<file path="src/rtl/ddc_pkg.sv">
package ddc_pkg;
  localparam logic [1:0] REG_SEL  = 2'd0;
  localparam logic [1:0] REG_CMD  = 2'd1;
  localparam logic [1:0] REG_STAT = 2'd2;
  localparam logic [1:0] REG_DATA = 2'd3;

  localparam int ST_INUSE  = 4;
  localparam int CMD_SWRDY = 30;
  localparam int CMD_ICLR  = 31;

  typedef enum logic [1:0] {
    PH_IDLE = 2'd0,
    PH_DATA = 2'd1,
    PH_WAIT = 2'd2
  } phase_t;

  typedef struct packed {
    logic clrRead;
    logic ldCount;
    logic ldIndex;
    logic fetch;
    logic fetchOk;
  } dp_ctl_t;
endpackage

</file>
<file path="src/rtl/ddc_ctrl.sv">
module ddc_ctrl
  import ddc_pkg::*;
#(
  parameter int NUM_PORTS = 4,
  parameter logic [6:0] TARGET_ADDR = 7'h50
) (
  input  logic                 clk,
  input  logic                 rstN,
  input  logic                 busValid,
  input  logic                 busWrite,
  input  logic [1:0]           busAddr,
  input  logic [31:0]          busWdata,
  input  logic [NUM_PORTS-1:0] portPresent,
  input  logic                 noneLeft,
  input  logic                 lastChunk,
  output dp_ctl_t              dpCtl,
  output logic [2:0]           selQ,
  output logic [31:0]          cmdQ,
  output logic [31:0]          statusQ
);
  logic hwRdy, waitF, errF, active, inUse;
  logic slaveSel, avail;
  logic [2:0] cycleQ;
  phase_t phase;

  logic wrSel, wrCmd, wrStat, rdStat, rdData;
  logic [2:0] selVal, cmdCyc;
  logic [7:0] presentPad;
  logic selValid, selHasDisp, holdClr, cmdLive, isStop, fetchGo;

  always_comb begin
    wrSel  = busValid && busWrite && (busAddr == REG_SEL);
    wrCmd  = busValid && busWrite && (busAddr == REG_CMD);
    wrStat = busValid && busWrite && (busAddr == REG_STAT);
    rdStat = busValid && !busWrite && (busAddr == REG_STAT);
    rdData = busValid && !busWrite && (busAddr == REG_DATA);

    selVal = busWdata[2:0];
    presentPad = '0;
    presentPad[NUM_PORTS:1] = portPresent;
    selValid   = (selVal != 3'd0) && (selVal <= 3'(NUM_PORTS));
    selHasDisp = selValid && presentPad[selVal];

    cmdCyc  = busWdata[27:25];
    holdClr = cmdQ[CMD_ICLR];
    cmdLive = wrCmd && !holdClr;
    isStop  = cmdLive && (cmdCyc == 3'b100) && (cmdQ[27:25] != 3'd0);
    fetchGo = rdData && cmdQ[0] && !noneLeft;

    dpCtl.clrRead = wrSel || isStop || (fetchGo && lastChunk);
    dpCtl.ldCount = cmdLive;
    dpCtl.ldIndex = cmdLive && cmdCyc[1];
    dpCtl.fetch   = fetchGo;
    dpCtl.fetchOk = slaveSel && avail;

    statusQ = {22'd0, phase, 3'd0, inUse, active, errF, waitF, hwRdy};
  end

  always_ff @(posedge clk or negedge rstN) begin
    if (!rstN) begin
      selQ <= '0; cmdQ <= '0;
      hwRdy <= 1'b1; waitF <= 1'b0; errF <= 1'b1; active <= 1'b0; inUse <= 1'b0;
      slaveSel <= 1'b0; avail <= 1'b0; cycleQ <= '0; phase <= PH_IDLE;
    end else begin
      if (wrSel) begin
        selQ <= selVal;
        slaveSel <= 1'b0; avail <= 1'b0; cycleQ <= '0; phase <= PH_IDLE;
        if (selValid) begin
          active <= 1'b0; hwRdy <= 1'b1; waitF <= 1'b1;
          errF   <= !selHasDisp;
          avail  <= selHasDisp;
        end
      end
      if (wrCmd && holdClr && !busWdata[CMD_ICLR]) begin
        cmdQ[CMD_ICLR] <= 1'b0;
        hwRdy <= 1'b1; waitF <= 1'b0; errF <= !avail;
        active <= 1'b0; inUse <= 1'b0; phase <= PH_IDLE;
      end
      if (cmdLive) begin
        cmdQ <= busWdata;
        cmdQ[CMD_SWRDY] <= 1'b0;
        if (busWdata[CMD_ICLR]) hwRdy <= 1'b1;
        if (busWdata[7:1] == TARGET_ADDR) slaveSel <= 1'b1;
        cycleQ <= cmdCyc;
        if (cmdCyc[0]) begin
          phase <= PH_DATA; active <= 1'b1;
        end
        if (isStop) begin
          slaveSel <= 1'b0; avail <= 1'b0; cycleQ <= '0;
          phase <= PH_IDLE; active <= 1'b0;
        end
      end
      if (rdStat) inUse <= 1'b1;
      if (wrStat && busWdata[ST_INUSE]) inUse <= 1'b0;
      if (fetchGo && lastChunk) begin
        phase <= cycleQ[2] ? PH_IDLE : PH_WAIT;
        slaveSel <= 1'b0; avail <= 1'b0; cycleQ <= '0;
      end
    end
  end
endmodule

</file>
<file path="src/rtl/ddc_data.sv">
module ddc_data
  import ddc_pkg::*;
#(
  parameter int DEPTH   = 128,
  parameter int AW      = $clog2(DEPTH),
  parameter int CNT_W   = 9,
  parameter int PTR_W   = 8,
  parameter int LANES   = 4
) (
  input  logic             clk,
  input  logic             rstN,
  input  dp_ctl_t          dpCtl,
  input  logic [CNT_W-1:0] cntIn,
  input  logic [PTR_W-1:0] idxIn,
  input  logic             edidWe,
  input  logic [AW-1:0]    edidAddr,
  input  logic [7:0]       edidData,
  output logic             noneLeft,
  output logic             lastChunk,
  output logic [8*LANES-1:0] dataOut
);
  localparam int LW = CNT_W + 2;
  localparam int NW = $clog2(LANES) + 1;

  logic [7:0] mem [DEPTH];
  logic [CNT_W-1:0] count;
  logic [PTR_W-1:0] ptr;
  logic [8*LANES-1:0] dataReg, fetchWord;
  logic signed [LW-1:0] leftS;
  logic [NW-1:0] nBytes;
  logic [LANES-1:0] laneOk;
  logic [NW-1:0] adv;

  always_ff @(posedge clk) begin
    if (edidWe) mem[edidAddr] <= edidData;
  end

  always_comb begin
    leftS = $signed({2'b00, count}) - $signed({{(LW-PTR_W){1'b0}}, ptr});
    noneLeft  = (leftS < 1);
    lastChunk = (leftS <= LANES);
    nBytes = (leftS > LANES) ? NW'(LANES) : leftS[NW-1:0];
  end

  for (genvar i = 0; i < LANES; i++) begin : g_lane
    logic [PTR_W:0] laneAddr;
    assign laneAddr = {1'b0, ptr} + (PTR_W+1)'(i);
    assign laneOk[i] = dpCtl.fetchOk && (nBytes > NW'(i)) && (laneAddr < (PTR_W+1)'(DEPTH));
    assign fetchWord[8*i +: 8] = laneOk[i] ? mem[laneAddr[AW-1:0]] : 8'h00;
  end

  always_comb adv = NW'($countones(laneOk));

  always_ff @(posedge clk or negedge rstN) begin
    if (!rstN) begin
      count <= '0; ptr <= '0; dataReg <= '0;
    end else begin
      if (dpCtl.fetch) begin
        dataReg <= fetchWord;
        ptr <= ptr + PTR_W'(adv);
      end
      if (dpCtl.ldCount) count <= cntIn;
      if (dpCtl.ldIndex) ptr <= idxIn;
      if (dpCtl.clrRead) begin
        count <= '0; ptr <= '0;
      end
    end
  end

  assign dataOut = dpCtl.fetch ? fetchWord : dataReg;
endmodule

</file>
<file path="src/rtl/ddc_edid_ctrl.sv">
module ddc_edid_ctrl
  import ddc_pkg::*;
#(
  parameter int NUM_PORTS = 4,
  parameter int EDID_DEPTH = 128,
  parameter int EDID_AW = $clog2(EDID_DEPTH),
  parameter logic [6:0] TARGET_ADDR = 7'h50
) (
  input  logic                 clk,
  input  logic                 rstN,
  input  logic                 busValid,
  input  logic                 busWrite,
  input  logic [1:0]           busAddr,
  input  logic [31:0]          busWdata,
  output logic [31:0]          busRdata,
  input  logic [NUM_PORTS-1:0] portPresent,
  input  logic                 edidWe,
  input  logic [EDID_AW-1:0]   edidAddr,
  input  logic [7:0]           edidData
);
  dp_ctl_t dpCtl;
  logic noneLeft, lastChunk;
  logic [2:0] selQ;
  logic [31:0] cmdQ, statusQ, dataOut;

  ddc_ctrl #(.NUM_PORTS(NUM_PORTS), .TARGET_ADDR(TARGET_ADDR)) u_ctrl (
    .clk(clk), .rstN(rstN), .busValid(busValid), .busWrite(busWrite),
    .busAddr(busAddr), .busWdata(busWdata), .portPresent(portPresent),
    .noneLeft(noneLeft), .lastChunk(lastChunk), .dpCtl(dpCtl),
    .selQ(selQ), .cmdQ(cmdQ), .statusQ(statusQ)
  );

  ddc_data #(.DEPTH(EDID_DEPTH), .AW(EDID_AW), .CNT_W(9), .PTR_W(8), .LANES(4)) u_data (
    .clk(clk), .rstN(rstN), .dpCtl(dpCtl),
    .cntIn(busWdata[24:16]), .idxIn(busWdata[15:8]),
    .edidWe(edidWe), .edidAddr(edidAddr), .edidData(edidData),
    .noneLeft(noneLeft), .lastChunk(lastChunk), .dataOut(dataOut)
  );

  always_ff @(posedge clk or negedge rstN) begin
    if (!rstN) busRdata <= '0;
    else if (busValid && !busWrite) begin
      case (busAddr)
        REG_SEL:  busRdata <= {29'd0, selQ};
        REG_CMD:  busRdata <= cmdQ;
        REG_STAT: busRdata <= statusQ;
        default:  busRdata <= dataOut;
      endcase
    end
  end
endmodule

</file>
<file path="config.mk">
export PLATFORM = sky130hd
export DESIGN_NAME = ddc_edid_ctrl
export DESIGN_NICKNAME = d
export VERILOG_FILES = /design/src/rtl/ddc_pkg.sv /design/src/rtl/ddc_ctrl.sv /design/src/rtl/ddc_data.sv /design/src/rtl/ddc_edid_ctrl.sv
export SDC_FILE = /design/constraint.sdc
export NUM_CORES = 2
export LEC_CHECK = 0
export BUFFER_PORTS_ARGS = -buffer_cell sky130_fd_sc_hd__buf_2
export CORE_MARGIN = 5
export CORE_UTILIZATION = 46
export CTS_CLUSTER_SIZE = 14
export DETAILED_ROUTE_END_ITERATION = 8
export PLACE_DENSITY = 0.69
export SYNTH_ARGS = -nofsm -noshare
export SYNTH_HDL_FRONTEND = slang
export SYNTH_SLANG_ARGS = --single-unit
</file>
<file path="constraint.sdc">
create_clock -name clk -period 6.73 [get_ports clk]
set_input_delay 0.673 -clock clk [delete_from_list [all_inputs] [get_ports clk]]
set_output_delay 0.673 -clock clk [all_outputs]
set_load 0.01 [all_outputs]
</file>
# == Yosys cells after proc, flatten, opt, wreduce, memory -nomap -nowiden ==
# Memory sizes are Yosys's and may differ from the RTL's.
# Cells that the tools add are included.
# classes
reduce_logical,47
n_eq_ne,5
n_lt_le_gt_ge,13
addsub,8
mux,58
# op_table
operator,count
32-bit case mux with 3 select lines,1
32-bit 2-to-1 mux,2
8-bit 2-to-1 mux,7
1-bit 2-to-1 mux,33
1-bit logical AND,28
"9-bit by 8-bit less-than comparator with 1-bit output, second input constant",3
"8-bit by 2-bit adder with 9-bit output, second input constant",2
9-bit 2-to-1 mux,2
3-bit 2-to-1 mux,5
3-bit nonzero test,5
2-bit 2-to-1 mux,7
"10-bit by 4-bit greater-than comparator with 1-bit output, second input constant",1
"10-bit by 4-bit <= comparator with 1-bit output, second input constant",1
"10-bit by 2-bit less-than comparator with 1-bit output, second input constant",1
9-bit by 8-bit subtractor with 10-bit output,1
"8-bit by 1-bit adder with 9-bit output, second input constant",1
8-bit by 3-bit adder with 8-bit output,1
"8-bit less-than comparator, second input constant",1
2-bit nonzero test,4
"7-bit == test, second input constant",1
"3-bit by 1-bit greater-than comparator with 1-bit output, second input constant",2
"3-bit by 2-bit greater-than comparator with 1-bit output, second input constant",2
1-bit logical NOT,6
1-bit by 1-bit adder with 2-bit output,2
10 further kinds,12
# totals
mem_count,1
wordCells,148
ram_bits,1024
out_inout_bits,32
regBits,127
input_bits,58
# mem_list
memory,words,word_bits,rd,rd_clocked_by_memory_dff,write_ports,line,source
u_data.mem,128,8,4,0,1,ddc_data.sv:25,logic [7:0] mem [DEPTH];

# == Logic depth before layout (Yosys ltp) ==
# logic_depth
word_depth,12
ltp_mapped,23
mapped_depth_nobuf,19

# == Modules after synthesis ==
# From an unflattened synthesis, not the netlist that was laid out.
# unflattened
hier_cells,4429
area_unflattened_um2,71190.8
# by_module_without_submodules
module,n_inst,cells_each,seq_area_each_um2,area_each_um2
ddc_data,1,4025,31975.7,67233.2
ddc_ctrl,1,231,1103.6,2153.3
ddc_edid_ctrl,1,173,800.8,1804.2

# == Worst setup path before layout ==
# Ideal clock, no wire load.
# synth_timing
path_type,reg-to-reg
startpoint,reg u_data.ptr[2]
endpoint,reg u_data.ptr[5]
t_arrival_ns,5.318
setup_slack_ns,1.317
setup_ns,0.095
period_less_slack_ns,5.413
path_stages_with_launch,23
required_ns,6.635
path_buffers,5
cell_sequence,dfrtp_1 -> buf_4 -> buf_2 -> buf_2 -> inv_2 -> buf_2 -> buf_2 -> ha_1 -> nand2b_1 -> a211oi_1 -> or3_1 -> o211ai_1 -> o31ai_1 -> a2111oi_2 -> ha_1 -> ha_1 -> fa_1 -> ha_1 -> a21o_1 -> a21oi_1 -> nor3_1 -> xnor2_1 -> a211oi_1
# synth_between
elab_chain_len,12
word_cells_on_any_way,36
cone_classes,8 x add/sub; 11 x order compare; 4 x mux; 13 x reduce/logical
# synth_rtl
element,line,source
from (decl),ddc_data.sv:27,logic [PTR_W-1:0] ptr;
from (signal assigned),ddc_data.sv:60,ptr <= ptr + PTR_W'(adv);
from (signal assigned),ddc_data.sv:63,if (dpCtl.ldIndex) ptr <= idxIn;
9-bit by 8-bit subtractor with 10-bit output,ddc_data.sv:39,"leftS = $signed({2'b00, count}) - $signed({{(LW-PTR_W){1'b0}}, ptr});"
10-bit by 4-bit greater-than comparator with 1-bit output,ddc_data.sv:42,nBytes = (leftS > LANES) ? NW'(LANES) : leftS[NW-1:0];
3-bit 2-to-1 mux,ddc_data.sv:42,
3-bit by 1-bit greater-than comparator with 1-bit output / 3-bit by 2-bit greater-than comparator with 1-bit output (equally long branches),ddc_data.sv:48,assign laneOk[i] = dpCtl.fetchOk && (nBytes > NW'(i)) && (laneAddr < (PTR_W+1)'(DEPTH));
1-bit logical AND (2 in series),ddc_data.sv:48,
1-bit by 1-bit adder with 2-bit output (not written as such),ddc_data.sv:52,always_comb adv = NW'($countones(laneOk));
3-bit adder (not written as such),ddc_data.sv:52,
8-bit by 3-bit adder with 8-bit output,ddc_data.sv:60,
8-bit 2-to-1 mux,ddc_data.sv:58,if (dpCtl.fetch) begin
8-bit 2-to-1 mux,ddc_data.sv:63,
8-bit 2-to-1 mux,ddc_data.sv:64,if (dpCtl.clrRead) begin
# Parallel ways exist; a longest one is shown, timed or not. The select of a mux whose other input is x is not followed.
# A chain may end at the register's enable or synchronous reset.

# == Worst setup path in the final report ==
# layout_timing
startpoint,reg u_data.ptr[0]
endpoint,reg busRdata[24]
# layout_between
elab_chain_len,9
word_cells_on_any_way,15
cone_classes,2 x add/sub; 4 x order compare; 4 x mux; 4 x reduce/logical; 1 x memory
# layout_rtl
element,line,source
9-bit by 8-bit subtractor with 10-bit output,ddc_data.sv:39,
10-bit by 4-bit greater-than comparator with 1-bit output,ddc_data.sv:42,
3-bit 2-to-1 mux,ddc_data.sv:42,
3-bit by 2-bit greater-than comparator with 1-bit output,ddc_data.sv:48,
1-bit logical AND (2 in series),ddc_data.sv:48,
8-bit 2-to-1 mux,ddc_data.sv:49,assign fetchWord[8*i +: 8] = laneOk[i] ? mem[laneAddr[AW-1:0]] : 8'h00;
32-bit 2-to-1 mux *,ddc_data.sv:70,assign dataOut = dpCtl.fetch ? fetchWord : dataReg;
named net dataOut[24],ddc_edid_ctrl.sv:24,"logic [31:0] cmdQ, statusQ, dataOut;"
32-bit case mux with 3 select lines *,ddc_edid_ctrl.sv:43,case (busAddr)
to (signal assigned),ddc_edid_ctrl.sv:44,"REG_SEL: busRdata <= {29'd0, selQ};"
to (signal assigned),ddc_edid_ctrl.sv:45,REG_CMD: busRdata <= cmdQ;
to (signal assigned),ddc_edid_ctrl.sv:46,REG_STAT: busRdata <= statusQ;
to (decl),ddc_edid_ctrl.sv:15,"output logic [31:0] busRdata,"
# The timed path passes the listed nets; every way through them passes the cells marked *.

==> results.json <==
{
  "worstPathMaxFanout": 50,
  "async_reset_ff_frac": 0.109,
  "routed.top_layer": "met5",
  "io_pins": 90,
  "hpwl_um": 168000,
  "setup_slack_ns": 0.876,
  "fmax_mhz": 171,
  "die_h_um": 402,
  "cts_tree": "yes",
  "syn_nets": 4366,
  "skew_ns": 0.0282,
  "antenna_found_initial": 8,
  "r2r-start": "u_data.ptr[0]$_DFFE_PN0P_",
  "core_um2": 152000,
  "p_per_area_nw_per_um2": 372,
  "hold_depth": 3,
  "placed_cells": 6223,
  "insertion_delay_ns": 0.78,
  "tightest_slew_ns": 1.41,
  "grt_pass1_vias": 46900,
  "row_count": 143,
  "slew_headroom": 0.0590,
  "setup_viol": 0,
  "netlist_instances": 4287,
  "grt-ovfl-total": 0,
  "grt_pass1_wl_um": 353000,
  "seq_area_frac_synth": 0.480,
  "cts.reportedPaths.clkPinSlew_ns": 0.06,
  "clock_sinks": 1149,
  "synth_seq_cells": 1149,
  "nets": 4405,
  "root_buffer": "clkbuf_16",
  "reg2reg_to": "busRdata[24]$_DFFE_PN0P_",
  "startpoint_type": "flop",
  "vias_per_cell": 7.62,
  "status": "complete, no violations",
  "clockBufferDepth": 3,
  "htree_levels": 4,
  "first_iter_violations": 8932,
  "vias": 49300,
  "wire_per_inst_um": 38.6,
  "crit_arrival_ns": 6.50,
  "finalWeightedCongestion": 1.04,
  "crit_type": "reg2reg",
  "min_period_ns": 5.85,
  "antenna_left": 0,
  "wl_met1_um": 83200,
  "stdcell_count": 6469,
  "hold_ws_ns": 0.103,
  "min_path_type": "in2reg",
  "dr_wl_met2_um": 108000,
  "postCtsSetupBuffers": 0,
  "slew_violations": 0,
  "layout-drive-gt1-share": 0.383,
  "initial_core_util": 0.464,
  "ys.flop_type": "edfxtp_1",
  "synth_area_per_cell_um2": 16.5,
  "die_x_um": 402,
  "dp_slack_ns": 1.21,
  "ys_types": 72,
  "drc": 0,
  "cp.buffers_inverters": 2,
  "slowest_stage": "a311oi_1",
  "routed-wl-met3_um": 37700,
  "ys_warn_count": 0,
  "numCtsBuffers": 130,
  "first_pass_iters": 6,
  "post-route-period-util": 0.870,
  "crit_family": "compound AO/OA/AOI/OAI gates",
  "synth_edf_count": 1024,
  "hp-start": "busWdata[28]",
  "finalHoldViolCount": 0,
  "reg2regPathDepth": 11,
  "p_total_mw": 29.1,
  "dieArea_um2": 162000,
  "routed_wl_um": 250000,
  "power_leakage_nw": 25.7,
  "end_kind": "flop",
  "area.growth.synth_to_final_pct": 10.8,
  "slowest_delay_ns": 0.91,
  "holdPathEnd": "u_ctrl.cmdQ[28]$_DFFE_PN0P_",
  "port_buffers": 88,
  "required_ns": 7.38,
  "grt_util_all_layers": 0.304,
  "tns_ns": 0,
  "netlist_area_um2": 70700,
  "irDropWorstVdd_uv": 313,
  "rsz0062_at_grt": "false",
  "crit_chain": "inv_8 > ha_4 > and2_2 > buf_4 > a32oi_1 > nand3_1 > a21oi_1 > a311oi_1 > o2111ai_1 > a32o_1 > a21o_1",
  "r2r_slack_ns": 0.88,
  "grt_max_degree": 122,
  "cap_violations": 0
}
state kept, by name, summed over array words and instances, names as in the netlist:
register	cells
busRdata	32
u_ctrl.active	1
u_ctrl.avail	1
u_ctrl.cmdQ	31
u_ctrl.cycleQ	1
u_ctrl.errF	1
u_ctrl.hwRdy	1
u_ctrl.inUse	1
u_ctrl.phase	2
u_ctrl.selQ	3
u_ctrl.slaveSel	1
u_ctrl.waitF	1
u_data.count	9
u_data.dataReg	32
u_data.mem	1024
u_data.ptr	8
Yosys cell counts (all sizes together), types with 8 or more instances:
cell type | n | area [um^2]
o21ai | 40 | 200
nand3b | 8 | 60.1
a32oi | 38 | 333
mux2 | 20 | 225
nor2 | 222 | 836
a31oi | 32 | 200
nand3 | 126 | 631
o221ai | 13 | 120
clkbuf | 134 | 503
a211oi | 22 | 165
nor2b | 16 | 100
mux4 | 1124 | 25300
o2111ai | 9 | 78.8
mux2i | 161 | 1610
a2111oi | 8 | 82.6
nand2 | 517 | 1940
xnor2 | 32 | 280
buf | 260 | 1480
inv | 10 | 37.5
a221oi | 23 | 201
nand2b | 10 | 62.6
nor3 | 26 | 130
o211ai | 15 | 113
dfrtp | 123 | 3080
a21o | 19 | 143
and2 | 11 | 68.8
ha | 18 | 225
and3 | 15 | 93.8
a22oi | 13 | 97.6
edfxtp | 1024 | 30700
a21oi | 52 | 260
nand4 | 37 | 231
a222oi | 20 | 200
kinds of logic after synthesis:
group                      after synthesis  synth area share
muxes                                 1305             0.384
DFF                                   1149             0.480
and+or+nand+nor                       1003            0.0604
buffers and inverters                  408            0.0288
AOI/OAI and AO/OA                      363            0.0383
xor gates and xnor gates                38           0.00471
adders and majority gates               21           0.00404
worst max path at each step:
| stage | end | slack, ns | depth (start not counted) | from |
|---|---|---|---|---|
| floorplan | u_data.ptr[5]$_DFFE_PN0P_ | 1.32 | 22 | u_data.ptr[2]$_DFFE_PN0P_ |
| global placement | u_data.ptr[5]$_DFFE_PN0P_ | 1.29 | 18 | u_data.ptr[0]$_DFFE_PN0P_ |
| detailed placement | u_data.ptr[5]$_DFFE_PN0P_ | 1.21 | 18 | u_data.ptr[0]$_DFFE_PN0P_ |
| CTS | u_data.ptr[5]$_DFFE_PN0P_ | 1.20 | 18 | u_data.ptr[0]$_DFFE_PN0P_ |
| global route | u_data.ptr[5]$_DFFE_PN0P_ | 0.94 | 18 | u_data.ptr[0]$_DFFE_PN0P_ |
| finish | busRdata[24]$_DFFE_PN0P_ | 0.88 | 11 | u_data.ptr[0]$_DFFE_PN0P_ |
layer usage:
metal / GRT usage / up-vias
met1: 0.395 / 25300
met5: 0.0140 / -
met4: 0.191 / 4
met3: 0.108 / 828
met2: 0.435 / 4738
li1: - / 18400
stage by stage:
stage / util / cell area [um^2]
6_report: 0.514 / 78300
5_1_grt: 0.514 / 78200
3_3_place_gp: 0.485 / 73800
2_1_floorplan: - / 70700
4_1_cts: 0.514 / 78200
3_5_place_dp: 0.485 / 73800
power breakdown:
group | leakage [nW] | switching [mW] | internal, mW
registers | 10.8 | 0.100 | 7.89
logic | 12.7 | 7.93 | 5.85
clock network | 2.15 | 3.03 | 4.32
total | 25.7 | 11.1 | 18.1
worst min-delay path: stages:
cell     delay [ns]
buf_2          0.07
nand2_1        0.04
nand2_1        0.04
layout make-up:
type / instances / area [um^2]
diodes: 8 / 20.0
fillers: 12200 / 74000
clock buffers: 157 / 3550
inverters: 14 / 63.8
multi-input cells: 2730 / 35000
clock inverters: 80 / 842
flip-flops and latches: 1149 / 33900
repair buffers: 301 / 2380
well taps: 2030 / 2540
layout by cell type, fill, tap and decap left out, types with 32 or more instances in the layout:
master / synthesis / routed
a21oi_1: 52 / 52
a31oi_1: 32 / 32
a32oi_1: 38 / 38
buf_2: 173 / 79
buf_4: 56 / 195
clkbuf_16: 0 / 137
dfrtp_1: 123 / 119
edfxtp_1: 1024 / 1024
mux2i_1: 161 / 161
mux4_2: 1124 / 1124
nand2_1: 517 / 517
nand3_1: 126 / 126
nand4_1: 37 / 37
nor2_1: 221 / 218
o21ai_0: 40 / 40
repair_timing:
action | 4_1_cts | 5_1_grt
hold endpoints to repair | 53 | 0
gates resized for setup | 0 | 0
endpoints found under the setup margin | 0 | 0
hold buffers | 1 | 0
No activity file was read; power rests on OpenSTA's default activity.
